[src/rtl/nonoverlap_gate_ctrl.sv]
`timescale 1ns/1ps
module nonoverlap_gate_ctrl #(
  parameter int HOLDOFF_CYC = 35,
  parameter int FB_TIMEOUT  = 200
) (
  input  logic clk,
  input  logic rst,
  input  logic en_i,
  input  logic pgood_i,
  input  logic pwm_above_i,
  input  logic pwm_below_i,
  input  logic hs_vgs_low_i,
  input  logic sw_low_i,
  input  logic ls_vg_low_i,
  output logic hs_on_o,
  output logic ls_on_o,
  output logic fault_o
);
  localparam int HW = $clog2(HOLDOFF_CYC + 1);
  localparam int TW = $clog2(FB_TIMEOUT + 1);

  typedef enum logic [2:0] {
    S_IDLE, S_HS, S_LS, S_WAIT_HS_OFF, S_WAIT_LS_OFF, S_TRI, S_FAULT
  } state_t;
  typedef enum logic [1:0] {L_MID, L_HI, L_LO} lvl_t;

  logic [6:0] meta, sync;
  always_ff @(posedge clk) begin
    if (rst) begin
      meta <= '0;
      sync <= '0;
    end else begin
      meta <= {en_i, pgood_i, pwm_above_i, pwm_below_i, hs_vgs_low_i, sw_low_i, ls_vg_low_i};
      sync <= meta;
    end
  end

  logic en_s, pg_s, hi_s, lo_s, hsg_s, sw_s, ls_s;
  assign {en_s, pg_s, hi_s, lo_s, hsg_s, sw_s, ls_s} = sync;

  state_t state, nxt;
  lvl_t lvl, lvl_q;
  logic [HW-1:0] mid_cnt;
  logic [TW-1:0] wait_cnt;
  logic active, pwm_edge, hold_done, wait_done, hs_clear, in_wait;

  assign lvl       = (hi_s && !lo_s) ? L_HI : (lo_s && !hi_s) ? L_LO : L_MID;
  assign active    = en_s && pg_s;
  assign pwm_edge  = (lvl != L_MID) && (lvl != lvl_q);
  assign hold_done = (lvl == L_MID) && (mid_cnt == HW'(HOLDOFF_CYC - 1));
  assign wait_done = (wait_cnt == TW'(FB_TIMEOUT - 1));
  assign hs_clear  = hsg_s || sw_s;
  assign in_wait   = (state == S_WAIT_HS_OFF) || (state == S_WAIT_LS_OFF);

  always_comb begin
    nxt = state;
    if (!active) nxt = S_IDLE;
    else begin
      case (state)
        S_IDLE, S_TRI: begin
          if (lvl == L_HI) nxt = S_WAIT_LS_OFF;
          else if (lvl == L_LO) nxt = S_WAIT_HS_OFF;
        end
        S_HS: begin
          if (lvl == L_LO) nxt = S_WAIT_HS_OFF;
          else if (hold_done) nxt = S_TRI;
        end
        S_LS: begin
          if (lvl == L_HI) nxt = S_WAIT_LS_OFF;
          else if (hold_done) nxt = S_TRI;
        end
        S_WAIT_LS_OFF: begin
          if (lvl == L_LO) nxt = S_WAIT_HS_OFF;
          else if (hold_done) nxt = S_TRI;
          else if (lvl == L_HI && ls_s) nxt = S_HS;
          else if (wait_done) nxt = S_FAULT;
        end
        S_WAIT_HS_OFF: begin
          if (lvl == L_HI) nxt = S_WAIT_LS_OFF;
          else if (hold_done) nxt = S_TRI;
          else if (lvl == L_LO && hs_clear) nxt = S_LS;
          else if (wait_done) nxt = S_FAULT;
        end
        S_FAULT: begin
          if (pwm_edge) nxt = (lvl == L_HI) ? S_WAIT_LS_OFF : S_WAIT_HS_OFF;
        end
        default: nxt = S_IDLE;
      endcase
    end
  end

  always_ff @(posedge clk) begin
    if (rst) begin
      state    <= S_IDLE;
      lvl_q    <= L_MID;
      mid_cnt  <= '0;
      wait_cnt <= '0;
      hs_on_o  <= 1'b0;
      ls_on_o  <= 1'b0;
      fault_o  <= 1'b0;
    end else begin
      state   <= nxt;
      lvl_q   <= lvl;
      hs_on_o <= (nxt == S_HS);
      ls_on_o <= (nxt == S_LS);
      fault_o <= (nxt == S_FAULT);
      if (lvl != L_MID || nxt != state) mid_cnt <= '0;
      else if (mid_cnt != HW'(HOLDOFF_CYC - 1)) mid_cnt <= mid_cnt + 1'b1;
      if (!in_wait || nxt != state) wait_cnt <= '0;
      else if (!wait_done) wait_cnt <= wait_cnt + 1'b1;
    end
  end


  p_never_both_r5: assert property (@(posedge clk) disable iff (rst)
    !(hs_on_o && ls_on_o));
  p_hs_after_ls_low_r3: assert property (@(posedge clk) disable iff (rst)
    $rose(hs_on_o) |-> ($past(ls_s) && !$past(ls_on_o)));
  p_ls_after_hs_low_r4: assert property (@(posedge clk) disable iff (rst)
    $rose(ls_on_o) |-> (($past(hsg_s) || $past(sw_s)) && !$past(hs_on_o)));
  p_inactive_off_r7: assert property (@(posedge clk) disable iff (rst)
    !$past(active) |-> (!hs_on_o && !ls_on_o));
  p_fault_gates_off_r8: assert property (@(posedge clk) disable iff (rst)
    fault_o |-> (!hs_on_o && !ls_on_o));
  p_fault_clear_edge_r9: assert property (@(posedge clk) disable iff (rst)
    $fell(fault_o) |-> (!$past(active) || ($past(lvl) != L_MID && $past(lvl) != $past(lvl_q))));
endmodule

[config.mk]
export PLATFORM = sky130hd
export DESIGN_NAME = nonoverlap_gate_ctrl
export DESIGN_NICKNAME = d
export VERILOG_FILES = /design/src/rtl/nonoverlap_gate_ctrl.sv
export SDC_FILE = /design/constraint.sdc
export NUM_CORES = 1
export LEC_CHECK = 0
export BUFFER_PORTS_ARGS = -buffer_cell sky130_fd_sc_hd__buf_2
export CAP_MARGIN = 20
export CORE_MARGIN = 5
export CORE_UTILIZATION = 44
export CTS_CLUSTER_SIZE = 14
export DETAILED_ROUTE_END_ITERATION = 12
export PLACE_DENSITY_LB_ADDON = 0.25
export REMOVE_ABC_BUFFERS = 1
export SLEW_MARGIN = 20
export SYNTH_ARGS = -nofsm -noshare
export SYNTH_HDL_FRONTEND = slang
export SYNTH_SLANG_ARGS = --single-unit
export TNS_END_PERCENT = 30
[constraint.sdc]
create_clock -name clk -period 2.1 [get_ports clk]
set_clock_uncertainty 0.2 [all_clocks]
set_input_delay 0.315 -clock clk [delete_from_list [all_inputs] [get_ports clk]]
set_output_delay 0.315 -clock clk [all_outputs]
set_load 0.01 [all_outputs]
==> reports/results.ini, run 1 <==
[run_status]
outcome=finished, violations left
violations_in_the_final_reports=setup timing

[clock_network]
clk_pin_slew_worst_paths_ns=0.07
cts_root_buf=clkbuf_8
insertion_delay_ns=0.29
clock_sink_count=36
tritoncts_buffer_count=5
cts_buffer_depth=2
tritoncts_clock_tree=yes
htree_num_levels=2

[sta]
timing.hold.ws_ns=0.0359
period_needed_ns=2.35
setup_slack_ns=-0.248
rsz0062_at_grt=yes
setup_viol_count_final=19
max_slew.worst_pin.slew_ns=0.467
final.period_utilization_pct=112
slew_headroom_pct=68.7
achievable_frequency_ghz=0.426
timing_max_transition_violations_final=0
finalHoldViolations=0

[route]
drt_iter0_markers=100
drt-wirelength-per-cell_um=14.4
drc_errors=0
detail_route.wirelength_mm=4.70
number_of_iterations_in_the_first_detailed_routing_pass=4
avgViaCountPerCell=5.37
via_count=1751
final_antenna_net_count=0

[yosys]
synth_edf_count=0
postSynth.asyncResetShare_pct=0
post_synth_num_cell_types=52
syn_area_um2=1930
synth_commonest_cells=dfxtp_1, nor2b_1, nand2_1
top_cell_type_s_share_of_synthesized_area_pct=37.4
synth_top_area_cell=dfxtp_1
syn_avg_cell_area_um2=9.31
synthMostInstantiatedCell=dfxtp_1
yosys-top-cells-area=dfxtp_1, nor2b_1, ha_1
synthFlopType=dfxtp_1
synth_warn=0
netlist_instances=207
synth_seq_area_share_pct=37.4
count_of_state_elements_after_synthesis=36

[layout]
area_delta_synth_final_pct=42.3
finalNetCount=289
diodes=0
fin_cells=326
post_route_cells_drive_above_1_share_pct=45.6
final_design_area_no_fill_um2=2740
finalCoreUtilization_pct=63.9
fillCellCount=374

[setup_path]
worst-r2r-setup-slack_ns=-0.25
arrival_ns=2.38
endpoint_kind=flip-flop
critical_path.cell_chain=buf_6 > ha_4 > xor2_1 > buf_4 > o21ai_2 > buf_6 > buf_4 > a32o_2 > nor3_2 > or4b_4 > nor2b_1
start_kind=flip-flop
cp.required_ns=2.13
reg2regPathDepth=11
slowest_delay_ns=0.52
reg2reg_to=ls_on_o
worstPathMaxFanout=3
worst_r2r_startpoint=sync[3]
crit_path_top_delay_cell=or4b_4
worst-setup-path-type=flip-flop to flip-flop

[placement]
gp_congestion=0.894
detailed_place.area_um2=2390
hpwl_mm=3.33
port-buffer-count=11
dpl.cell_count=311

[global_route]
grt_pass1_vias=1771
grt_start_max_net_pins=21
grt_first_pass_wirelength_mm=8.14
grt_use_total_pct=16.9
grt_remaining_overflow=0
antenna_found_initial=0

[floorplan]
die_y_um=76.2
core_area_um2=4290
pin_count=12
start_util_pct=44.9
area_enclosed_by_the_die_boundary_um2=5800
die_w_um=76.2
row_count=24

[pwr]
powerDensity_nw_per_um2=510
leakagePower_nw=1.11
total_power_mw=1.40
vdd_ir_drop_max_v=0.000604

[hold_path]
worst_hold_startpoint=en_i
worst_min_delay_path_endpoint=meta[6]
hold_path.class=input port to flip-flop
min_delay_path_depth=2

[run]
maxCapViolCount=0

## where the power goes
part,internal (mW),switching (mW)
registers,0.707,0.0138
clock network,0.265,0.252
logic,0.0826,0.0781
total,1.05,0.344
## layout make-up
class	count	area, um2	share of cell area, %
clock inverters	2	15.0	0.547
multi-input cells	157	1330	48.4
inverters	7	26.3	0.958
flip-flops and latches	36	728	26.6
well taps	52	65.1	2.37
clock buffers	6	82.6	3.01
repair buffers	66	499	18.2
## metal layers
metal,global-route usage (%),vias to the layer above,routed length [um]
met5,0,-,0
met4,5.24,0,143
met3,4.37,16,168
met2,30.1,34,2420
met1,19.8,820,1960
li1,-,881,-
## placed cells by master, fill, tap and decap left out, types with 2 or more instances in the layout
master	count
o31ai_4	3
nor3_2	2
inv_1	4
o21ai_0	4
o22ai_1	2
nor2b_1	21
o31ai_1	2
buf_2	11
ha_4	3
clkbuf_8	6
xor2_1	7
ha_2	2
ha_1	2
a211oi_1	2
nand2_1	16
a21oi_1	3
dfxtp_1	30
dfxtp_2	6
nor4_2	5
nand3_1	11
nor2_1	7
nor4_1	6
o211ai_1	2
xnor2_1	5
nand2b_1	4
or2_2	2
inv_2	3
buf_6	5
nor3_1	3
nor4b_2	2
and3_1	6
nand4_1	2
clkinvlp_4	2
buf_4	49
## state kept, by name (all words and copies together), names as in the netlist
register / count
hs_on_o: 1
wait_cnt: 8
mid_cnt: 6
state: 3
fault_o: 1
lvl_q: 2
ls_on_o: 1
meta: 7
sync: 7
## worst max-delay path: cells and delay by family (launching register included)
kind                     cells  cell delay, ns
AO/OA/AOI/OAI                2            0.29
AND/OR/NAND/NOR              3            0.68
adder cells (fa/ha/maj)      1            0.15
XOR/XNOR                     1            0.16
buffers and inverters        4            0.49
flip-flops                   1            0.33
## logic make-up after synthesis
kind of cell | count (synthesis) | share of synthesized area [%]
AND/OR/NAND/NOR | 102 | 34.2
multiplexers | 1 | 0.584
adder cells (fa/ha/maj) | 7 | 4.55
flip-flops | 36 | 37.4
XOR/XNOR | 12 | 5.45
buffers and inverters | 15 | 3.12
AO/OA/AOI/OAI | 34 | 14.7
## worst max path at each step
stage                 start     endpoint  cells after the start
CTS                 sync[3]      ls_on_o                     10
floorplan           sync[3]   mid_cnt[1]                      8
finish              sync[3]      ls_on_o                     11
global placement    sync[3]  wait_cnt[7]                      8
detailed placement  sync[3]  wait_cnt[1]                      8
global route        sync[3]      ls_on_o                     11
## what timing repair did
action	in CTS	in global routing
cloned	1	0
setup buffers	4	2
pin swaps	10	5
endpoints found under the setup margin	20	20
hold buffers	0	0
resized for setup	26	19
hold endpoints to repair	0	0
## stage by stage
stage	TNS (ns)	setup WS, ns
6_report	-2.92	-0.248
5_1_grt	-5.09	-0.372
4_1_cts	-3.46	-0.299
3_5_place_dp	-8.04	-0.558
3_3_place_gp	-7.74	-0.540
2_1_floorplan	-3.90	-0.317
No activity file was read; power rests on OpenSTA's default activity.
==> inputs of run 2 (changes only) <==
ABC_AREA = 1   (was default)
==> run 2 against run 1 <==
  * The flow now finishes without violations
  * Synthesized area decreased by 8.3%
  * First-iteration DRC count decreased by 69%
  * Setup slack better by 0.26 ns
  * Die area decreased by 7.2%
  * Total power shrank 6.4%
  * Fmax is 12% higher
  * Flip-flop and latch count stayed put
  * Worst hold slack worse by 0.0075 ns
  * Global-route usage fell by 4.3 points
  * Sequential share of layout area up 6.1 points
  * Final cell count rose by 0.92%
  * Critical path type unchanged
  * Critical endpoint is now wait_cnt[5]
==> reports/results.ini, run 2 <==
[sta]
period_needed_ns=2.09  ; -0.256 ns
achievable_frequency_ghz=0.478  ; +12%
rsz0062_at_grt=yes
timing_max_transition_violations_final=0  ; unchanged
final.period_utilization_pct=99.6  ; -12 points
slew_headroom_pct=73.3  ; +4.6 points
max_slew.worst_pin.slew_ns=0.401  ; -0.0659 ns
finalHoldViolations=0  ; unchanged
setup_viol_count_final=0  ; -19

[layout]
layout.cells.most_common=nor2_1
final_design_area_no_fill_um2=2260  ; -18%
final_cell_mix=nor2_1, inv_1, nand2_1
largest_register_ff_count=8  ; unchanged
regMostFlops=wait_cnt
area_delta_synth_final_pct=27.8
finalNetCount=294  ; +1.7%
biggestRegsByFlops=wait_cnt: 8 flops, meta: 7 flops, sync: 7 flops
post_route_cells_drive_above_1_share_pct=34.1  ; -12 points
fin_cells=329  ; +0.92%
fillCellCount=335  ; -10%
diodes=0  ; unchanged

[hold_path]
min_delay_path_depth=3  ; +1
hold_path.class=input port to flip-flop
worst_hold_startpoint=en_i
worst_min_delay_path_endpoint=meta[6]

[clock_network]
tritoncts_clock_tree=yes
cts_root_buf=clkbuf_8
holdBufCountCts=0  ; unchanged
clk_pin_slew_worst_paths_ns=0.07  ; about the same
htree_num_levels=2  ; unchanged
cts_buffer_depth=2  ; unchanged
clock_sink_count=36  ; unchanged
insertion_delay_ns=0.28  ; about the same
tritoncts_buffer_count=5  ; unchanged

[yosys]
synth_seq_area_share_pct=40.8  ; +3.4 points
netlist_instances=253  ; +22%
synth_edf_count=0  ; unchanged
synthFlopType=dfxtp_1
yosys-top-cells-area=dfxtp_1, nor2_1, nand2_1
postSynth.asyncResetShare_pct=0  ; unchanged
synth_top_area_cell=dfxtp_1
syn_avg_cell_area_um2=6.98  ; -25%
synth_warn=0  ; unchanged
top_cell_type_s_share_of_synthesized_area_pct=40.8  ; +3.4 points
syn_area_um2=1770  ; -8.3%
synthMostInstantiatedCell=nor2_1
count_of_state_elements_after_synthesis=36  ; unchanged
post_synth_num_cell_types=25  ; -52%
synth_commonest_cells=nor2_1, nand2_1, inv_1

[floorplan]
pin_count=12  ; unchanged
core_area_um2=3940  ; -8.2%
die_w_um=73.4  ; -3.7%
area_enclosed_by_the_die_boundary_um2=5380  ; -7.2%
row_count=23  ; -4.2%
die_y_um=73.4  ; -3.7%
start_util_pct=44.8  ; -0.061 points

[global_route]
grt_start_max_net_pins=24  ; +14%
grt_pass1_vias=1307  ; -26%
grt_remaining_overflow=0  ; unchanged
antenna_found_initial=0  ; unchanged
grt_use_total_pct=12.6  ; -4.3 points
grt_first_pass_wirelength_mm=5.32  ; -35%

[route]
avgViaCountPerCell=4.62  ; -14%
final_antenna_net_count=0  ; unchanged
drt_iter0_markers=31  ; -69%
number_of_iterations_in_the_first_detailed_routing_pass=4  ; unchanged
via_count=1519  ; -13%
drc_errors=0  ; unchanged
drt-wirelength-per-cell_um=9.89  ; -31%
detail_route.wirelength_mm=3.25  ; -31%

[placement]
hpwl_mm=2.20  ; -34%
gp_congestion=0.892  ; -0.20%
dpl.cell_count=318  ; +2.3%
detailed_place.area_um2=1920  ; -20%
port-buffer-count=11  ; unchanged

[setup_path]
worst-r2r-setup-slack_ns=0.008  ; +0.26 ns
start_kind=flip-flop
reg2regPathDepth=15  ; +4
endpoint_kind=flip-flop
worst-setup-path-type=flip-flop to flip-flop
cp.required_ns=2.13  ; about the same
worstPathMaxFanout=8  ; +5
worst_r2r_startpoint=sync[3]
arrival_ns=2.12  ; -0.26 ns
reg2reg_to=wait_cnt[5]

[pwr]
powerDensity_nw_per_um2=580  ; +14%
vdd_ir_drop_max_v=0.000564  ; -6.7%
total_power_mw=1.31  ; -6.4%
leakagePower_nw=1.07  ; -4.2%

[run]
maxCapViolCount=0  ; unchanged

[run_status]
outcome=completed

run 2: changes by cell type after synthesis, sizes merged, moves of 5 or more:
cell    delta
and3       -7
nand2     +36
nand3     +10
nand2b     -5
nor2      +49
nor4      -12
inv       +42
nor2b     -22
run 2: timing repair:
item	CTS	global route
pin swaps	1	21
setup buffers	0	3
endpoints found under the setup margin	10	15
resized for setup	7	59
run 2: final cells by class:
class                      instances  area (um2)  share of cell area (%)
tap                               50        62.6                    2.77
clock buffer                       7        86.3                    3.82
sequential                        36         737                    32.6
inverter                          49         189                    8.37
timing repair buffer              20         126                    5.60
multi-input combinational        166        1050                    46.5
clock inverter                     1        7.51                   0.333
run 2: worst max-delay path by stage:
stage,cells after the start,slack [ns],startpoint,endpoint
floorplan,15,0.15,sync[3],wait_cnt[2]
global placement,13,0.01,sync[3],mid_cnt[0]
detailed placement,13,-0.009,sync[3],mid_cnt[2]
CTS,14,0.00003,sync[4],wait_cnt[7]
global route,15,-0.16,sync[3],wait_cnt[7]
finish,15,0.008,sync[3],wait_cnt[5]
run 2: critical path, cell delays in order, from the launching register on:
cell and delay [ns]:
dfxtp_4 0.39, inv_4 0.06, ha_4 0.16, inv_2 0.06, nand2_2 0.06, nor2_4 0.13
nand3_2 0.09, nand3_2 0.07, nor2_2 0.04, nand3_1 0.09, nand2_1 0.08, nand2_1 0.08
nand2_2 0.07, nor2_4 0.14, nand3_4 0.17, nor2_4 0.13
run 2: power by group:
group / internal, mW / switching (mW)
Clock: 0.266 / 0.239
Sequential: 0.699 / 0.0115
Combinational: 0.0415 / 0.0526
Total: 1.01 / 0.303
run 2: logic make-up after synthesis:
kind of cell / Yosys count / share of synthesized area [%]
compound gates: 12 / 3.75
xor+xnor: 9 / 4.46
fa+ha+maj: 7 / 4.96
buf+inv: 51 / 10.8
flops: 36 / 40.8
mux: 1 / 0.567
simple gates: 137 / 34.6
run 2: routing by layer:
layer	up-vias	track usage [%]	share of wire [%]
met1	667	15.6	45
met2	36	19.9	48
met4	0	7.04	1.8
li1	809	-	-
met3	7	3.28	5.2
met5	-	0	0
run 2: stage by stage:
stage / worst slack [ns] / utilization (%) / hold WS (ns) / TNS [ns]
finish: 0.00803 / 57.3 / 0.0283 / 0
CTS: 0.0000280 / 51.9 / 0.0242 / 0
global route: -0.164 / 57.3 / 0.0317 / -1.55
detailed placement: -0.00883 / 48.7 / 0.193 / -0.0270
floorplan: 0.152 / - / 0.186 / 0
global placement: 0.0133 / 48.7 / 0.190 / 0
==> inputs of run 3 (changes only) <==
SETUP_SLACK_MARGIN = 0.02   (was default)
SLEW_MARGIN = 15   (was 20)
==> run 3 against run 2 <==
  * Final area shrank 1.3%
  * Via count grew 0.59%
  * Clock power shrank 0.8%
  * Worst hold slack gained 0.0026 ns
  * Total power shrank 0.68%
  * Sequential power is essentially flat
  * First-iteration DRC count grew 52%
  * Die area is the same
  * Critical path type unchanged
  * Largest cell class unchanged
  * Highest routed layer unchanged
==> reports/results.ini, run 3 (same netlist as run 2, synthesis figures left out) <==
[sta]
period_needed_ns=2.08  ; -0.00928 ns
max_slew.worst_pin.slew_ns=0.402  ; +0.000990 ns
achievable_frequency_ghz=0.480  ; +0.45%
setup_slack_ns=0.0173  ; +0.00928 ns
rsz0062_at_grt=yes
timing_max_transition_violations_final=0  ; unchanged
setup_viol_count_final=0  ; unchanged
final.period_utilization_pct=99.2  ; -0.44 points
timing.hold.ws_ns=0.0309  ; +0.00260 ns
slew_headroom_pct=73.2  ; about the same
finalHoldViolations=0  ; unchanged

[setup_path]
cp.required_ns=2.12  ; about the same
critical_path.cell_chain=inv_4 > ha_4 > inv_2 > nand2_1 > nor2_2 > nand3_1 > nand3_2 > nor2_2 > nand3_1 > nand2_1 > nand2_1 > nand2_2 > nor2_4 > nand3_4 > nor2_1
worstPathMaxFanout=8  ; unchanged
slowest_delay_ns=0.39  ; about the same
crit_path_top_delay_cell=dfxtp_4
endpoint_kind=flip-flop
cpMostUsedCell=nand2_1
reg2regPathDepth=15  ; unchanged
arrival_ns=2.11  ; about the same
start_kind=flip-flop
worst-setup-path-type=flip-flop to flip-flop

[route]
via_count=1528  ; +0.59%
detail_route.wirelength_mm=3.19  ; -2.0%
met2_length_mm=1.50  ; -3.6%
dr_wl_met3_um=148  ; -13%
number_of_iterations_in_the_first_detailed_routing_pass=4  ; unchanged
avgViaCountPerCell=4.64  ; +0.59%
final_antenna_net_count=0  ; unchanged
drt_iter0_markers=47  ; +52%
drt-wirelength-per-cell_um=9.69  ; -2.0%
maxUsedRoutingLayer=met4
wl_met1_mm=1.49  ; +1.2%
drc_errors=0  ; unchanged

[clock_network]
clock_sink_count=36  ; unchanged
insertion_delay_ns=0.28  ; about the same
cts_buffer_depth=2  ; unchanged
tritoncts_clock_tree=yes
clk_pin_slew_worst_paths_ns=0.07  ; about the same
holdBufCountCts=0  ; unchanged
cts_root_buf=clkbuf_8
tritoncts_buffer_count=5  ; unchanged
htree_num_levels=2  ; unchanged

[layout]
area_delta_synth_final_pct=26.1
finalNetCount=294  ; unchanged
regMostFlops=wait_cnt
total_area_of_sequential_cells_um2=736  ; -0.17%
layout.cells.most_common=inv_1
largest_register_ff_count=8  ; unchanged
biggestRegsByFlops=wait_cnt: 8 flops, meta: 7 flops, sync: 7 flops
final_cell_mix=inv_1, nor2_1, nand2_1
multiInputGateArea_um2=1020  ; -2.6%
diodes=0  ; unchanged
post_route_cells_drive_above_1_share_pct=32.3  ; -1.8 points
fillCellCount=337  ; +0.60%

[global_route]
antenna_found_initial=0  ; unchanged
grt_pass1_vias=1332  ; +1.9%
grt_start_max_net_pins=24  ; unchanged
grt_use_total_pct=12.8  ; +0.23 points
grt_remaining_overflow=0  ; unchanged
grt_first_pass_wirelength_mm=5.43  ; +2.1%

[pwr]
leakagePower_nw=1.06  ; -0.53%
powerDensity_nw_per_um2=584  ; +0.60%
vdd_ir_drop_max_v=0.000562  ; -0.42%
total_power_mw=1.30  ; -0.68%

[floorplan]
row_count=23  ; unchanged
pin_count=12  ; unchanged
die_w_um=73.4  ; unchanged
die_y_um=73.4  ; unchanged
area_enclosed_by_the_die_boundary_um2=5380  ; unchanged
start_util_pct=44.8  ; unchanged
core_area_um2=3940  ; unchanged

[placement]
gp_congestion=0.892  ; unchanged
port-buffer-count=11  ; unchanged
hpwl_mm=2.20  ; unchanged
pre_cts_slack_ns=-0.00883  ; unchanged

[hold_path]
hold_path.class=input port to flip-flop
min_delay_path_depth=3  ; unchanged

[run_status]
outcome=completed

[run]
maxCapViolCount=0  ; unchanged

run 3: cell counts in the layout (fill, tap and decap cells not counted):
No cell type changed its count.
run 3: final timing paths:
| kind | slack, ns | startpoint | end |
|---|---|---|---|
| setup / recovery | 0.02 | sync[3] | wait_cnt[3] |
| hold / removal | 0.03 | en_i | meta[6] |
| setup reg to reg | 0.02 | sync[3] | wait_cnt[3] |
| hold reg to reg | 0.20 | meta[3] | sync[3] |
run 3: layout make-up:
type	instances	area share [%]
multi-input cells	166	45.8
clock buffers	7	3.87
repair buffers	20	5.67
clock inverters	1	0.337
inverters	49	8.48
flip-flops and latches	36	33.0
well taps	50	2.81
run 3: critical path, delay by kind of cell (launching register included):
kind                       cells  cell delay [ns]
DFF                            1             0.39
adders and majority gates      1             0.17
and+or+nand+nor               12             1.16
buffers and inverters          2             0.11
run 3: power breakdown:
part	internal, mW	leakage, nW	switching (mW)
clock	0.266	0.0445	0.235
sequential	0.699	0.297	0.0103
combinational	0.0395	0.718	0.0513
run 3: through the flow:
step           TNS (ns)  utilization, %  instances  cell area [um2]
2_1_floorplan         0               -        251             1760
3_3_place_gp          0            48.7        318             1920
3_5_place_dp    -0.0270            48.7        318             1920
4_1_cts               0            52.4        326             2070
5_1_grt           -1.77            56.5        329             2230
6_report              0            56.5        329             2230
run 3: timing repair:
action                                  CTS  global route
buffers inserted                          0             3
pin swaps                                 4            21
resized for setup                        16            43
endpoints found under the setup margin   14            14
run 3: routing by layer:
metal | vias up | track usage (%)
met3 | 6 | 3.28
li1 | 811 | -
met5 | - | 0
met1 | 679 | 15.7
met2 | 32 | 20.6
met4 | 0 | 7.04
